**src/rtl/arb_pkg.sv**
```systemverilog
package arb_pkg;
    // Width of one configuration write word
    localparam int REG_W        = 32;
    // Position of the data-grant delay flag inside the mode word
    localparam int MODE_DLY_BIT = 5;
endpackage

```
**src/rtl/prio_table.sv**
```systemverilog
module prio_table
    import arb_pkg::*;
#(
    parameter int N        = 16,
    parameter int IDX_W    = 4,
    parameter int SEL_W    = 2,
    parameter int PARK_RST = 2
) (
    input  logic                 clk,
    input  logic                 rst_n,
    input  logic                 wr_en_i,
    input  logic [SEL_W-1:0]     wr_sel_i,
    input  logic [REG_W-1:0]     wr_data_i,
    output logic [N*IDX_W-1:0]   tbl_o,
    output logic [IDX_W-1:0]     park_o,
    output logic                 dly_o
);
    localparam int SPW      = REG_W / IDX_W;   // slots per write word
    localparam int NW       = N / SPW;         // words holding the table
    localparam int MODE_SEL = NW;              // select code of the mode word

    typedef struct packed {
        logic [N*IDX_W-1:0] tbl;
        logic [IDX_W-1:0]   park;
        logic               dly;
    } cfg_t;

    function automatic logic [N*IDX_W-1:0] ident_tbl();
        logic [N*IDX_W-1:0] t;
        t = '0;
        for (int s = 0; s < N; s++) begin
            t[s*IDX_W +: IDX_W] = IDX_W'(s);
        end
        return t;
    endfunction

    localparam logic [N*IDX_W-1:0] TBL_RST = ident_tbl();

    cfg_t cfg_d, cfg_q;

    always_comb begin
        cfg_d = cfg_q;
        if (wr_en_i) begin
            if (int'(wr_sel_i) < NW) begin
                for (int k = 0; k < SPW; k++) begin
                    cfg_d.tbl[(int'(wr_sel_i)*SPW + k)*IDX_W +: IDX_W] =
                        wr_data_i[REG_W-1-k*IDX_W -: IDX_W];
                end
            end else if (int'(wr_sel_i) == MODE_SEL) begin
                cfg_d.dly  = wr_data_i[MODE_DLY_BIT];
                cfg_d.park = wr_data_i[IDX_W-1:0];
            end
        end
    end

    always_ff @(posedge clk or negedge rst_n) begin
        if (!rst_n) begin
            cfg_q.tbl  <= TBL_RST;
            cfg_q.park <= IDX_W'(PARK_RST);
            cfg_q.dly  <= 1'b0;
        end else begin
            cfg_q <= cfg_d;
        end
    end

    assign tbl_o  = cfg_q.tbl;
    assign park_o = cfg_q.park;
    assign dly_o  = cfg_q.dly;
endmodule

```
**src/rtl/prio_select.sv**
```systemverilog
module prio_select #(
    parameter int N     = 16,
    parameter int IDX_W = 4
) (
    input  logic [N-1:0]       req_i,
    input  logic [N*IDX_W-1:0] tbl_i,
    output logic               hit_o,
    output logic [IDX_W-1:0]   win_o
);
    localparam int SPACE = 2**IDX_W;

    logic [IDX_W-1:0] slot_idx [N];
    logic [SPACE-1:0] req_x;

    for (genvar s = 0; s < N; s++) begin : g_slot
        assign slot_idx[s] = tbl_i[s*IDX_W +: IDX_W];
    end

    always_comb begin
        req_x        = '0;
        req_x[N-1:0] = req_i;
    end

    // Walk from the weakest slot up so the strongest hit is written last
    always_comb begin
        hit_o = 1'b0;
        win_o = '0;
        for (int s = N-1; s >= 0; s--) begin
            if (req_x[slot_idx[s]]) begin
                hit_o = 1'b1;
                win_o = slot_idx[s];
            end
        end
    end
endmodule

```
**src/rtl/addr_grant_ctrl.sv**
```systemverilog
module addr_grant_ctrl #(
    parameter int N        = 16,
    parameter int IDX_W    = 4,
    parameter int PARK_RST = 2
) (
    input  logic             clk,
    input  logic             rst_n,
    input  logic             ts_i,
    input  logic             hit_i,
    input  logic [IDX_W-1:0] win_i,
    input  logic [IDX_W-1:0] park_i,
    output logic [N-1:0]     gnt_o,
    output logic             locked_o,
    output logic             arb_o
);
    typedef struct packed {
        logic [N-1:0] gnt;
        logic         locked;
    } ag_t;

    ag_t ag_d, ag_q;

    always_comb begin
        ag_d  = ag_q;
        arb_o = !ag_q.locked || ts_i;
        if (arb_o) begin
            if (hit_i) begin
                ag_d.gnt    = N'(1) << win_i;
                ag_d.locked = 1'b1;
            end else begin
                ag_d.gnt    = N'(1) << park_i;
                ag_d.locked = 1'b0;
            end
        end
    end

    always_ff @(posedge clk or negedge rst_n) begin
        if (!rst_n) begin
            ag_q.gnt    <= N'(1) << PARK_RST;
            ag_q.locked <= 1'b0;
        end else begin
            ag_q <= ag_d;
        end
    end

    assign gnt_o    = ag_q.gnt;
    assign locked_o = ag_q.locked;
endmodule

```
**src/rtl/data_grant_ctrl.sv**
```systemverilog
module data_grant_ctrl (
    input  logic clk,
    input  logic rst_n,
    input  logic ts_i,
    input  logic dbb_i,
    input  logic dly_i,
    output logic dbg_o
);
    typedef struct packed {
        logic pend;    // a transfer start is waiting for its data grant
        logic armed;   // bus was free in the previous pending cycle
    } dg_t;

    dg_t dg_d, dg_q;

    always_comb begin
        if (dly_i) begin
            dbg_o = dg_q.pend && dg_q.armed && !dbb_i;
        end else begin
            dbg_o = (ts_i || dg_q.pend) && !dbb_i;
        end

        dg_d = dg_q;
        if (dbg_o) begin
            dg_d.pend  = 1'b0;
            dg_d.armed = 1'b0;
        end else if (ts_i) begin
            dg_d.pend  = 1'b1;
            dg_d.armed = !dbb_i;
        end else if (dg_q.pend) begin
            dg_d.armed = !dbb_i;
        end
    end

    always_ff @(posedge clk or negedge rst_n) begin
        if (!rst_n) begin
            dg_q <= '0;
        end else begin
            dg_q <= dg_d;
        end
    end
endmodule

```
**src/rtl/prio_park_arbiter.sv**
```systemverilog
module prio_park_arbiter
    import arb_pkg::*;
#(
    parameter int N_MASTERS = 16,
    parameter int IDX_W     = $clog2(N_MASTERS),
    parameter int PARK_RST  = 2
) (
    input  logic                 clk,
    input  logic                 rst_n,
    input  logic [N_MASTERS-1:0] req_i,
    input  logic                 ts_i,
    input  logic                 dbb_i,
    input  logic                 wr_en_i,
    input  logic [1:0]           wr_sel_i,
    input  logic [REG_W-1:0]     wr_data_i,
    output logic [N_MASTERS-1:0] gnt_o,
    output logic                 dbg_o
);
    logic [N_MASTERS*IDX_W-1:0] tbl_w;
    logic [IDX_W-1:0]           park_w;
    logic                       dly_w;
    logic                       hit_w;
    logic [IDX_W-1:0]           win_w;
    logic                       locked_w;
    logic                       arb_w;

    prio_table #(
        .N(N_MASTERS), .IDX_W(IDX_W), .SEL_W(2), .PARK_RST(PARK_RST)
    ) u_table (
        .clk(clk), .rst_n(rst_n),
        .wr_en_i(wr_en_i), .wr_sel_i(wr_sel_i), .wr_data_i(wr_data_i),
        .tbl_o(tbl_w), .park_o(park_w), .dly_o(dly_w)
    );

    prio_select #(
        .N(N_MASTERS), .IDX_W(IDX_W)
    ) u_select (
        .req_i(req_i), .tbl_i(tbl_w), .hit_o(hit_w), .win_o(win_w)
    );

    addr_grant_ctrl #(
        .N(N_MASTERS), .IDX_W(IDX_W), .PARK_RST(PARK_RST)
    ) u_addr (
        .clk(clk), .rst_n(rst_n), .ts_i(ts_i),
        .hit_i(hit_w), .win_i(win_w), .park_i(park_w),
        .gnt_o(gnt_o), .locked_o(locked_w), .arb_o(arb_w)
    );

    data_grant_ctrl u_data (
        .clk(clk), .rst_n(rst_n), .ts_i(ts_i), .dbb_i(dbb_i),
        .dly_i(dly_w), .dbg_o(dbg_o)
    );
endmodule

```
**config.mk**
```make
export PLATFORM = sky130hd
export DESIGN_NAME = prio_park_arbiter
export DESIGN_NICKNAME = d
export VERILOG_FILES = /design/src/rtl/arb_pkg.sv /design/src/rtl/prio_table.sv /design/src/rtl/prio_select.sv /design/src/rtl/addr_grant_ctrl.sv /design/src/rtl/data_grant_ctrl.sv /design/src/rtl/prio_park_arbiter.sv
export SDC_FILE = /design/constraint.sdc
export NUM_CORES = 1
export LEC_CHECK = 0
export ABC_AREA = 1
export BUFFER_PORTS_ARGS = -buffer_cell sky130_fd_sc_hd__buf_2
export CORE_MARGIN = 2
export CORE_UTILIZATION = 50
export DETAILED_ROUTE_END_ITERATION = 10
export GPL_TIMING_DRIVEN = 0
export PLACE_DENSITY = 0.7
export SETUP_SLACK_MARGIN = 0.15
export SYNTH_ARGS = -nofsm -noshare
export SYNTH_HDL_FRONTEND = slang
export SYNTH_SLANG_ARGS = --single-unit
export TNS_END_PERCENT = 1
```
**constraint.sdc**
```tcl
create_clock -name clk -period 3.79 [get_ports clk]
set_input_delay 0.379 -clock clk [delete_from_list [all_inputs] [get_ports clk]]
set_output_delay 0.379 -clock clk [all_outputs]
set_load 0.05 [all_outputs]
```
## Yosys cells after proc, flatten, opt, wreduce, memory -nomap -nowiden

Cells that the tools add are included.

- Latch bits: 0
- Bits in read-only memories: 0
- Output and inout port bits: 17
- Word-level logic and storage cells: 148
- RAM bits: 0
- Memories kept: 0
- Input port bits: 55
- Register bits: 88

- Add/subtract/negate cells: 15
- Div/mod/pow operators: 0
- Multiplexer cells: 78
- $lt $le $gt $ge: 17
- Equality and inequality tests: 1
- Reduce and logical (&&, ||, !) cells: 11
- $mul: 0
- Bitwise gates (word level): 1
- Shift-type cells: 18

Operators with widths:

| operator | number |
|---|---|
| 64-bit bitwise mux | 8 |
| 4-bit by 33-bit variable shift with 64-bit output, first input constant | 8 |
| 4-bit by 33-bit variable part select with 64-bit output | 8 |
| 32-bit negation with 33-bit output | 7 |
| 4-bit by 5-bit less-than comparator with 1-bit output, second input constant | 16 |
| 1-bit binary-select mux with 4-bit select | 16 |
| 4-bit 2-to-1 mux | 16 |
| 1-bit 2-to-1 mux | 36 |
| 7-bit negation with 33-bit output | 1 |
| 1-bit by 4-bit left shift with 16-bit output, first input constant | 2 |
| 5-bit by 3-bit adder with 6-bit output, second input constant | 4 |
| 17-bit 2-to-1 mux | 1 |
| 5-bit by 2-bit adder with 6-bit output, second input constant | 2 |
| 5-bit by 1-bit adder with 6-bit output, second input constant | 1 |
| 1-bit logical AND | 3 |
| 3-bit AND reduction | 1 |
| 3-bit nonzero test | 1 |
| 2-bit == test, second input constant | 1 |
| 1-bit zero test | 2 |
| 1-bit logical OR | 2 |
| 2-bit less-than comparator, second input constant | 1 |
| 2-bit 2-to-1 mux | 1 |
| 2-bit AND reduction | 1 |
| 2-bit nonzero test | 1 |
| 1-bit inverter | 1 |

## Logic depth before layout (Yosys ltp)

Gate-level depths: netlist (run 1).

- Depth after elaboration: 20
- Depth in mapped cells: 39

## Hierarchy

Synthesis (run 1) repeated with hierarchy kept, for this count alone.

- Cells, all modules: 1,108
- Area total of the unflattened synthesis: 6,962.9 um2

By module, submodules not included:

| module | sequential area each (um2) | cells each | area each (um2) | times used |
|---|---|---|---|---|
| prio_table | 1,767.9 | 389 | 3,069.2 | 1 |
| prio_select | 0.0 | 599 | 2,914.0 | 1 |
| addr_grant_ctrl | 426.7 | 106 | 874.6 | 1 |
| data_grant_ctrl | 50.0 | 14 | 105.1 | 1 |

## Worst setup path before layout (run 1)

OpenSTA, ideal clock, no wires.

- Kind: reg-to-reg
- Start: reg u_table.cfg_q (netlist bit u_table.tbl_o[52])
- End: reg u_addr.ag_q (netlist bit u_addr.gnt_o[12])
- Library setup time: 0.118 ns
- Stages on the path, launching flop included: 39
- Slack: 1.130 ns
- Data arrival time: 2.542 ns
- Cells stage by stage: dfstp_2 buf_6 nand2_1 o211ai_1 nand3_1 nand3_2 nand2_1 inv_2 nand2_1 nand2_1 nand2_1 nand2_1 nand2_1 nand2_1 nand2_1 nand2_1 nand2_1 nand2_1 [3 not listed] nand2_1 nand2_1 nand2_1 nand2_1 nand2_1 nand2_1 nand2_1 nand2_1 nand2_1 nand2_1 nand2_1 nand2_1 nand2_1 nand2_2 nand2_4 nand2_8 nand3_2 nand2_1

- Longest elaborated chain between the ends: 18
- Elaborated cells on any way between the ends: 32
- Those cells by class: 1 x shift; 31 x mux

RTL lines:

| what | line | RTL |
|---|---|---|
| start: declaration | prio_table.sv:39 | `cfg_t cfg_d, cfg_q;` |
| start signal: assignment | prio_table.sv:62 | `cfg_q <= cfg_d;` |
| 1-bit binary-select mux with 4-bit select | prio_select.sv:29 | `if (req_x[slot_idx[s]]) begin` |
| 1-bit 2-to-1 mux (implied by the code) | prio_select.sv:29 |  |
| 4-bit 2-to-1 mux (14 in a row) | prio_select.sv:29 |  |
| 1-bit by 4-bit left shift with 16-bit output | addr_grant_ctrl.sv:28 | `ag_d.gnt = N'(1) << win_i;` |
| 17-bit 2-to-1 mux * | addr_grant_ctrl.sv:27 | `if (hit_i) begin` |
| end signal: assignment | addr_grant_ctrl.sv:42 | `ag_q <= ag_d;` |
| end: declaration | addr_grant_ctrl.sv:21 | `ag_t ag_d, ag_q;` |

Mark *: on every way between the ends. The rest lies on a longest branch, timed or not. The select of a mux whose other input is x is not followed.
A chain may end at the register's enable or synchronous reset.

## Worst setup path after layout (run 1)

- Start: reg u_table.cfg_q (netlist bit u_table.tbl_o[57])
- End: reg u_addr.ag_q (netlist bit u_addr.gnt_o[5])

- Longest elaborated chain between the ends: 19
- Elaborated cells on any way between the ends: 34
- Those cells by class: 1 x shift; 33 x mux

RTL lines:

| what | line |
|---|---|
| 1-bit binary-select mux with 4-bit select | prio_select.sv:29 |
| 1-bit 2-to-1 mux (implied by the code) | prio_select.sv:29 |
| 4-bit 2-to-1 mux (15 in a row) | prio_select.sv:29 |
| 1-bit by 4-bit left shift with 16-bit output | addr_grant_ctrl.sv:28 |
| 17-bit 2-to-1 mux * | addr_grant_ctrl.sv:27 |

Marked as above.

==> qor.yml, run 1 <==
setup_path:
  critical_path_class: "reg -> reg"
  start_kind: "register"
  critical_path.max_fanout: 8
  reg2regPathDepth: 21
  endpoint_kind: "register"
  arrival_ps: 3630
  required_ps: 4100
outcome:
  outcome: "completed"
layout:
  instances_no_fill: 1240
  nets: 1123
  utilization_pct: 58.9
  area.growth.synth_to_final_pct: 13.8
  drive_above_1_share_pct: 18.5
  diodes: 0
clock_tree:
  post_cts_buffers: 0
  cts_buffers: 9
  root_buffer: "clkbuf_16"
  cts_max_level: 3
  clock_path_buffers: 2
  path_clk_slew_ps: 80
  cts_sinks: 88
  clock_latency_ps: 360
  tritoncts: "yes"
synth:
  synth_top_area_share_pct: 20.5
  avgSynthCellArea_um2: 6.75
  synth-seq-cells: 88
  yosysMostFrequentCell: "o21ai_0"
  synth_cells: 979
  mappedNetlistArea_um2: 6610
  synth_edf_count: 0
  synth_fp_nets: 1039
  yosysWarnings: 0
  ys_top_cells_by_area: "dfrtp_1 (20%), o21ai_0 (14%), dfstp_2 (14%)"
  synthArstFlopShare_pct: 100
  synth.distinct_cells: 33
  synth_flop_cell: "dfrtp_1"
  netlist_top_cells_count: "o21ai_0 (181), nand3_1 (167), a21oi_1 (142), nand2_1 (142), inv_1 (87)"
  synth_area_leader_cell: "dfrtp_1"
  ys_seq_area_share_pct: 34.0
placement:
  port_buffers: 71
  placed_cells: 1223
  post-place-ws_ps: 471
  gp_congestion: 0.958
  place_hpwl_um: 15400
timing:
  layout_min_cycle_time_ps: 3330
  worst_slew_pin_slew_ps: 767
  min_period_over_period_pct: 87.8
  rsz0062_at_grt: "true"
  skew_ps: 11.7
  fin_tns_setup_ps: 0
  hold_viol_final: 0
  slew_violations: 0
  max_freq_mhz: 301
  slew_headroom_pct: 48.9
  worst_slack_ps: 463
  setup_viol: 0
global_routing:
  grt_start_max_net_pins: 65
  grt_first_pass_wirelength_um: 34600
  grt_pass1_vias: 6562
  antenna_found_initial: 0
  grt.total_usage_pct: 31.3
  grt_overflow: 0
drt:
  vias_per_cell: 5.89
  drc: 0
  finalWirelength_um: 22000
  wire_per_inst_um: 17.8
  vias: 7303
  first_iter_violations: 785
  first_pass_iters: 6
  ant_nets: 0
floorplanning:
  start_util_pct: 51.7
  rows: 41
  die_w_um: 119
  io_pins: 72
  die_h_um: 119
  design.die.area_um2: 14100
  core_um2: 12800
power:
  power_leakage_uw: 0.00337
  power_uw: 4200
  peakVddDrop_uv: 329
  p_per_area_nw_per_um2: 559
worst_hold_path:
  hp-class: "in -> reg"
  min_path_cells: 3
run:
  drv_cap: 0
## final timing paths
path	startpoint	end	slack, ps
setup / recovery	u_table.tbl_o[57]	u_addr.gnt_o[5]	460
hold / removal	wr_data_i[28]	u_table.tbl_o[0]	260
setup reg to reg	u_table.tbl_o[57]	u_addr.gnt_o[5]	460
hold reg to reg	u_addr.gnt_o[2]	u_addr.gnt_o[2]	480
max in group asynchronous	rst_n	u_table.tbl_o[20]	2620
min in group asynchronous	rst_n	u_table.tbl_o[53]	480
## flip-flops by register name, indices dropped and copies added (netlist names)
name,cells
u_addr.gnt_o,16
u_addr.locked_o,1
u_data.dg_q,2
u_table.dly_o,1
u_table.park_o,4
u_table.tbl_o,64
## where the power goes
| part | total [uW] | switching (uW) | leakage, uW | internal (uW) |
|---|---|---|---|---|
| Sequential | 1310 | 140 | 0.00105 | 1170 |
| Clock | 908 | 442 | 0.000143 | 465 |
| Combinational | 1980 | 1370 | 0.00218 | 607 |
| Total | 4200 | 1960 | 0.00337 | 2250 |
## layout make-up
type | count | area, um^2
repair buffers | 73 | 395
clock buffers | 9 | 225
fillers | 1248 | 5260
plain buffers | 53 | 250
flip-flops and latches | 88 | 2240
well taps | 172 | 215
multi-input cells | 730 | 3700
inverters | 108 | 413
clock inverters | 7 | 72.6
## timing repair
item                                   CTS  global route
endpoints found under the hold margin   13             0
resized for setup                        0             1
setup endpoints to repair                0            13
hold buffers                             1             0
## critical path, cell delays in order, from the launching register on
cell	delay, ps
dfstp_2	510
clkbuf_2	190
o211ai_1	120
nand3_1	120
nand3_2	80
nand2_2	100
inv_2	70
o21ai_0	140
nor2_1	60
o221ai_1	230
a21oi_1	150
o21ai_1	150
a21boi_1	100
o21ai_1	180
nand2_1	90
nand2_1	90
nand2_1	130
a21oi_1	240
nand2_1	140
a21oi_2	170
nand4_1	130
nand2_1	80
## stage by stage
stage               area [um^2]  hold slack [ps]
global route               7520              285
CTS                        7510              266
global placement           7180              461
floorplan                  6610             83.4
detailed placement         7210              317
finish                     7520              264
## cells in the final DEF, fill, tap and decap left out, types with 9 or more instances in the layout
cell type	netlist	routed
o21ai_0	181	181
nand3_1	167	167
a21oi_1	142	142
nand2_1	142	141
inv_1	87	87
buf_2	13	83
dfrtp_1	54	54
dfstp_2	34	34
clkbuf_1	29	29
nor2_1	18	18
nand3_2	17	17
o21ai_1	15	15
inv_2	12	12
nand4_1	12	12
clkbuf_16	0	9
## routing by layer
metal	track usage [%]	wire length, um
met4	12.6	507
met1	44.4	9570
met2	47.1	9880
met3	5.80	2070
met5	0	0
## cells by family after synthesis
family	Yosys count	share of synthesized area [%]
AO/OA/AOI/OAI	350	27.2
adder cells (fa/ha/maj)	5	0.947
buffers and inverters	161	10.0
flip-flops	88	34.0
multiplexers	3	0.511
AND/OR/NAND/NOR	372	27.4
No activity file was read; power rests on OpenSTA's default activity.
==> run 2, diff against run 1 <==
--- a/config.mk
+++ b/config.mk
@@ -6,7 +6,8 @@
 export NUM_CORES = 1
 export LEC_CHECK = 0
 export ABC_AREA = 1
-export BUFFER_PORTS_ARGS = -buffer_cell sky130_fd_sc_hd__buf_2
+export BUFFER_PORTS_ARGS = -buffer_cell sky130_fd_sc_hd__buf_4
+export CAP_MARGIN = 5
 export CORE_MARGIN = 2
 export CORE_UTILIZATION = 50
 export DETAILED_ROUTE_END_ITERATION = 10
==> run 2 against run 1 <==
Compared with the run above: first-iteration DRC count is 7.6% lower; combinational power is 5% higher; worst setup slack got worse by 19 ps; core utilization up 1.6 points; critical path depth rose by 2; clock-buffer cell count up 1; critical path type unchanged; highest routed layer unchanged.
==> qor.yml, run 2 (same netlist as run 1, synthesis figures left out) <==
outcome:
  outcome: "completed"  # unchanged
timing:
  layout_min_cycle_time_ps: 3350  # was 3330 ps
  fin_tns_setup_ps: 0  # unchanged
  setup_viol: 0  # unchanged
  max_freq_mhz: 299  # was 301 MHz
  slew_headroom_pct: 24.3  # was 48.9%
  min_period_over_period_pct: 88.3  # was 87.8%
  skew_ps: 5.72  # was 11.7 ps
  worst_slack_ps: 444  # was 463 ps
  worst_slew_pin_slew_ps: 1140  # was 767 ps
  hold_viol_final: 0  # unchanged
  rsz0062_at_grt: "false"  # was true
  slew_violations: 0  # unchanged
drt:
  vias: 7412  # was 7303
  first_pass_iters: 6  # unchanged
  met1_length_um: 9430  # was 9570 um
  vias_per_cell: 5.98  # was 5.89
  top_layer_used: "met4"  # unchanged
  drc: 0  # unchanged
  wire_per_inst_um: 18.1  # was 17.8 um
  wl_met2_um: 10000  # was 9880 um
  finalWirelength_um: 22400  # was 22000 um
  met3_length_um: 2320  # was 2070 um
  ant_nets: 0  # unchanged
  first_iter_violations: 725  # was 785
layout:
  drive_above_1_share_pct: 18.6  # was 18.5%
  nets: 1123  # unchanged
  largest_reg_flops: 64  # unchanged
  area.growth.synth_to_final_pct: 16.9  # was 13.8%
  final_cell_area_um2: 7720  # was 7520 um^2
  most-common-layout-cells: "o21ai_0 (181), nand3_1 (167), a21oi_1 (142), nand2_1 (141), inv_1 (87)"  # unchanged
  diodes: 0  # unchanged
  fill_cells: 1263  # was 1248
  final_common_cell: "o21ai_0"  # unchanged
setup_path:
  critical_path_class: "reg -> reg"  # unchanged
  rrSetupSlack_ps: 440  # was 460 ps
  reg2regPathDepth: 23  # was 21
  arrival_ps: 3640  # was 3630 ps
  critical_path.max_fanout: 8  # unchanged
  r2r_end: "u_addr.gnt_o[3]"  # was u_addr.gnt_o[5]
  endpoint_kind: "register"  # unchanged
  rr_startpoint: "u_table.tbl_o[52]"  # was u_table.tbl_o[57]
  required_ps: 4090  # was 4100 ps
  crit_start: "u_table.tbl_o[52]"  # was u_table.tbl_o[57]
  start_kind: "register"  # unchanged
global_routing:
  antenna_found_initial: 0  # unchanged
  grt_first_pass_wirelength_um: 34700  # was 34600 um
  grt_start_max_net_pins: 89  # was 65
  grt_overflow: 0  # unchanged
  grt.total_usage_pct: 31.3  # about the same
  grt_pass1_vias: 6647  # was 6562
placement:
  placed_area_um2: 7350  # was 7210 um^2
  place_hpwl_um: 15500  # was 15400 um
  port_buffers: 71  # unchanged
  gp_congestion: 0.926  # was 0.958
  post-place-ws_ps: 441  # was 471 ps
clock_tree:
  cts_buffers: 9  # unchanged
  cts_max_level: 3  # unchanged
  cts_sinks: 88  # unchanged
  clock_path_buffers: 2  # unchanged
  clock_latency_ps: 350  # was 360 ps
  root_buffer: "clkbuf_16"  # unchanged
  tritoncts: "yes"  # unchanged
  path_clk_slew_ps: 70  # was 80 ps
floorplanning:
  rows: 41  # unchanged
  die_w_um: 119  # unchanged
  start_util_pct: 51.7  # unchanged
  die_h_um: 119  # unchanged
  core_um2: 12800  # unchanged
  design.die.area_um2: 14100  # unchanged
  io_pins: 72  # unchanged
power:
  peakVddDrop_uv: 384  # was 329 uV
  p_per_area_nw_per_um2: 568  # was 559 nW/um^2
  power_leakage_uw: 0.00343  # was 0.00337 uW
  power_uw: 4380  # was 4200 uW
run:
  drv_cap: 0  # unchanged
worst_hold_path:
  hp-class: "in -> async"  # was in -> reg
[run 2: power breakdown]
part | total (uW) | switching (uW) | internal, uW
clock | 996 | 408 | 588
sequential | 1320 | 141 | 1170
combinational | 2070 | 1410 | 665
[run 2: worst max path at each step]
| stage | slack [ps] | cells past startpoint | endpoint |
|---|---|---|---|
| 6_report | 440 | 23 | u_addr.gnt_o[3] |
| 5_1_grt | 170 | 38 | u_addr.gnt_o[14] |
| 4_1_cts | 480 | 29 | u_addr.gnt_o[5] |
| 3_5_place_dp | 440 | 23 | u_addr.gnt_o[5] |
| 3_3_place_gp | 470 | 23 | u_addr.gnt_o[5] |
| 2_1_floorplan | 1130 | 38 | u_addr.gnt_o[12] |
[run 2: repair_timing]
action / 4_1_cts / 5_1_grt
hold buffers: 0 / 0
gates resized for setup: 0 / 5
setup endpoints to repair: 0 / 16
buffers inserted: 0 / 2
[run 2: final cells by class]
type,instances,area [um^2],share of cell area [%]
repair buffers,73,548,7.10
multi-input cells,730,3720,48.2
clock buffers,10,229,2.97
flip-flops and latches,88,2240,29.1
inverters,108,413,5.35
clock inverters,6,95.1,1.23
plain buffers,53,254,3.29
well taps,172,215,2.79
[run 2: per-layer routing]
| layer | global-route usage, % | vias to the layer above |
|---|---|---|
| li1 | - | 3552 |
| met1 | 43.0 | 3402 |
| met2 | 48.2 | 398 |
| met3 | 6.85 | 60 |
| met4 | 12.1 | 0 |
| met5 | 0 | - |
[run 2: per-stage QoR]
step,std cells,hold slack (ps),util [%]
5_1_grt,1240,291,60.4
3_5_place_dp,1222,458,57.6
6_report,1240,242,60.4
4_1_cts,1238,277,60.1
2_1_floorplan,979,83.4,-
3_3_place_gp,1222,465,57.6
[run 2: worst max-delay path, cell delays in order (launching register included)]
cell	delay, ps
dfstp_2	540
inv_1	130
nand2_1	100
nand3_1	70
nand3_1	90
nand3_1	100
nand2_1	130
inv_2	70
buf_4	140
o21ai_0	140
o221ai_1	190
a21oi_1	240
o21ai_1	90
a21boi_1	200
o21ai_1	90
nand2_1	70
nand2_1	70
nand2_1	150
nand2_1	70
o21ai_1	120
nand2_1	130
nor2_2	160
nand4_1	120
nand2_1	80
==> run 3, diff against run 2 <==
--- a/config.mk
+++ b/config.mk
@@ -5,14 +5,13 @@
 export SDC_FILE = /design/constraint.sdc
 export NUM_CORES = 1
 export LEC_CHECK = 0
-export ABC_AREA = 1
 export BUFFER_PORTS_ARGS = -buffer_cell sky130_fd_sc_hd__buf_4
 export CAP_MARGIN = 5
-export CORE_MARGIN = 2
+export CORE_MARGIN = 3
 export CORE_UTILIZATION = 50
 export DETAILED_ROUTE_END_ITERATION = 10
 export GPL_TIMING_DRIVEN = 0
-export PLACE_DENSITY = 0.7
+export PLACE_DENSITY = 0.69
 export SETUP_SLACK_MARGIN = 0.15
 export SYNTH_ARGS = -nofsm -noshare
 export SYNTH_HDL_FRONTEND = slang
==> run 3 against run 2 <==
Compared with the run above: clock-buffer cell count is the same; highest routed layer unchanged; wire length grew 20%; sequential share of layout area shrank 2.3 points; critical path depth shrank 11; cell count shrank 12%.
==> qor.yml, run 3 <==
synth:
  synth.distinct_cells: 69  # was 33
  synth_cells: 824  # was 979
  yosysWarnings: 0  # unchanged
  synthArstFlopShare_pct: 100  # unchanged
  synth_flop_cell: "dfrtp_1"  # unchanged
  yosysMostFrequentCell: "nand2_1"  # was o21ai_0
  avgSynthCellArea_um2: 8.73  # was 6.75 um^2
  ys_top_cells_by_area: "dfrtp_1 (19%), dfstp_2 (12%), mux2i_1 (12%)"  # was dfrtp_1 (20%), o21ai_0 (14%), dfstp_2 (14%)
  synth_top_area_share_pct: 18.8  # was 20.5%
  ys_seq_area_share_pct: 31.2  # was 34.0%
  synth-seq-cells: 88  # unchanged
  synth_edf_count: 0  # unchanged
  mappedNetlistArea_um2: 7200  # was 6610 um^2
  synth_fp_nets: 884  # was 1039
  netlist_top_cells_count: "nand2_1 (167), mux2i_1 (88), o21ai_0 (65), clkbuf_1 (63), dfrtp_1 (54)"  # was o21ai_0 (181), nand3_1 (167), a21oi_1 (142), nand2_1 (142), inv_1 (87)
  synth_area_leader_cell: "dfrtp_1"  # unchanged
clock_tree:
  tritoncts: "yes"  # unchanged
  cts_buffers: 9  # unchanged
  clock_latency_ps: 360  # was 350 ps
  cts_sinks: 88  # unchanged
  root_buffer: "clkbuf_16"  # unchanged
  path_clk_slew_ps: 70  # about the same
  clock_path_buffers: 2  # unchanged
  cts_max_level: 3  # unchanged
  cts_hold_buf: 0  # unchanged
layout:
  drive_above_1_share_pct: 24.0  # was 18.6%
  instances_no_fill: 1089  # was 1240
  largest_reg_flops: 64  # unchanged
  nets: 964  # was 1123
  diodes: 0  # unchanged
  area.growth.synth_to_final_pct: 16.4  # was 16.9%
  final_common_cell: "nand2_1"  # was o21ai_0
  most-common-layout-cells: "nand2_1 (166), mux2i_1 (88), buf_4 (75), o21ai_0 (63), dfrtp_1 (54)"  # was o21ai_0 (181), nand3_1 (167), a21oi_1 (142), nand2_1 (141), inv_1 (87)
drt:
  first_iter_violations: 688  # was 725
  wire_per_inst_um: 24.8  # was 18.1 um
  vias_per_cell: 6.64  # was 5.98
  first_pass_iters: 5  # was 6
  finalWirelength_um: 27000  # was 22400 um
  vias: 7233  # was 7412
  ant_nets: 0  # unchanged
  drc: 0  # unchanged
setup_path:
  start_kind: "register"  # unchanged
  endpoint_kind: "register"  # unchanged
  critical_path_class: "reg -> reg"  # unchanged
  rrSetupSlack_ps: 210  # was 440 ps
  max_stage_delay_ps: 500  # was 540 ps
  slowest_stage: "mux4_2"  # was dfstp_2
  arrival_ps: 3840  # was 3640 ps
  required_ps: 4040  # was 4090 ps
  crit_top_cell: "buf_6"  # was nand2_1
  critical_path.cell_chain: "buf_6 -> mux4_2 -> a22o_1 -> a311o_1 -> or3_4 -> nor4_4 -> and4_1 -> buf_6 -> a222oi_1 -> and2_1 -> buf_6 -> o41ai_2"  # was inv_1 -> nand2_1 -> nand3_1 -> nand3_1 -> nand3_1 -> nand2_1 -> inv_2 -> buf_4 -> o21ai_0 -> o221ai_1 -> a21oi_1 -> o21ai_1 -> a21boi_1 -> o21ai_1 -> nand2_1 -> nand2_1 -> nand2_1 -> nand2_1 -> o21ai_1 -> nand2_1 -> nor2_2 -> nand4_1 -> nand2_1
  critical_path.max_fanout: 8  # unchanged
timing:
  hold_viol_final: 0  # unchanged
  skew_ps: 10.4  # was 5.72 ps
  slew_violations: 0  # unchanged
  worst_slew_pin_slew_ps: 1120  # was 1140 ps
  fin_tns_setup_ps: 0  # unchanged
  slew_headroom_pct: 25.2  # was 24.3%
  worst_slack_ps: 206  # was 444 ps
  hold_slack_ps: 240  # was 242 ps
  layout_min_cycle_time_ps: 3580  # was 3350 ps
  rsz0062_at_grt: "true"  # was false
  min_period_over_period_pct: 94.6  # was 88.3%
  max_freq_mhz: 279  # was 299 MHz
  setup_viol: 0  # unchanged
placement:
  gp_congestion: 1.00  # was 0.926
  port_buffers: 66  # was 71
  post-place-ws_ps: -422  # was 441 ps
  place_hpwl_um: 19900  # was 15500 um
  placed_cells: 1070  # was 1222
floorplanning:
  die_w_um: 126  # was 119 um
  design.die.area_um2: 15900  # was 14100 um^2
  rows: 43  # was 41
  start_util_pct: 51.4  # was 51.7%
  io_pins: 72  # unchanged
  die_h_um: 126  # was 119 um
  core_um2: 14000  # was 12800 um^2
global_routing:
  grt_start_max_net_pins: 89  # unchanged
  grt_pass1_vias: 7225  # was 6647
  grt_overflow: 0  # unchanged
  grt.total_usage_pct: 34.1  # was 31.3%
  grt_first_pass_wirelength_um: 41600  # was 34700 um
  antenna_found_initial: 0  # unchanged
outcome:
  outcome: "completed"  # unchanged
power:
  p_per_area_nw_per_um2: 451  # was 568 nW/um^2
  power_leakage_uw: 0.00342  # was 0.00343 uW
  power_uw: 3780  # was 4380 uW
  peakVddDrop_uv: 295  # was 384 uV
run:
  drv_cap: 0  # unchanged
worst_hold_path:
  hp-class: "in -> async"  # unchanged
-- run 3: worst max-delay path, delay by kind of cell, from the launching register on --
| kind | cells | cell delay, ps |
|---|---|---|
| mux | 1 | 500 |
| compound gates | 4 | 1070 |
| simple gates | 4 | 1140 |
| flops | 1 | 340 |
| buf+inv | 3 | 420 |
-- run 3: cell type report --
class                      count  area (um^2)
fill                        1272         5610
clock buffer                  10          229
inverter                      12         45.0
clock inverter                 6         68.8
tap                          180          225
sequential                    88         2240
buffer                        63          299
multi-input combinational    654         4700
timing repair buffer          76          568
-- run 3: final timing paths --
check / startpoint / endpoint / cells after the start
min in group clk: wr_data_i[10] / u_table.tbl_o[22] / 3
worst min register to register: u_addr.gnt_o[2] / u_addr.gnt_o[2] / 2
worst max-delay path: u_table.tbl_o[1] / u_addr.gnt_o[7] / 12
worst max register to register: u_table.tbl_o[1] / u_addr.gnt_o[7] / 12
worst min-delay path: rst_n / u_table.tbl_o[46] / 1
max in group asynchronous: rst_n / u_table.park_o[0] / 1
-- run 3: report_power, final --
group / total, uW / switching (uW) / internal [uW]
Combinational: 1540 / 925 / 618
Clock: 929 / 415 / 514
Sequential: 1310 / 195 / 1110
-- run 3: what timing repair did --
action                                 4_1_cts  5_1_grt
endpoints found under the hold margin        0        0
cloned                                       0        0
gates resized for setup                     19       40
buffers inserted                             1        9
setup endpoints to repair                   16       16
pin swaps                                    2        7
-- run 3: routing by layer --
metal | up-vias | share of wire, % | routed length [um] | GRT usage, %
li1 | 3217 | - | - | -
met1 | 3546 | 41 | 11100 | 45.0
met2 | 397 | 47 | 12600 | 53.6
met5 | - | 0 | 0 | 0
met3 | 73 | 8.6 | 2320 | 8.27
met4 | 0 | 3.7 | 989 | 15.1
-- run 3: logic make-up after synthesis --
family / share of synthesized area [%]
flip-flops: 31.2
buffers and inverters: 4.57
adder cells (fa/ha/maj): 0.869
AND/OR/NAND/NOR: 20.5
AO/OA/AOI/OAI: 19.9
multiplexers: 22.9
-- run 3: through the flow --
| step | util (%) | cell area [um^2] |
|---|---|---|
| 3_5_place_dp | 56.6 | 7920 |
| 5_1_grt | 59.9 | 8380 |
| 6_report | 59.9 | 8380 |
| 3_3_place_gp | 56.6 | 7920 |
| 2_1_floorplan | - | 7200 |
| 4_1_cts | 59.0 | 8250 |
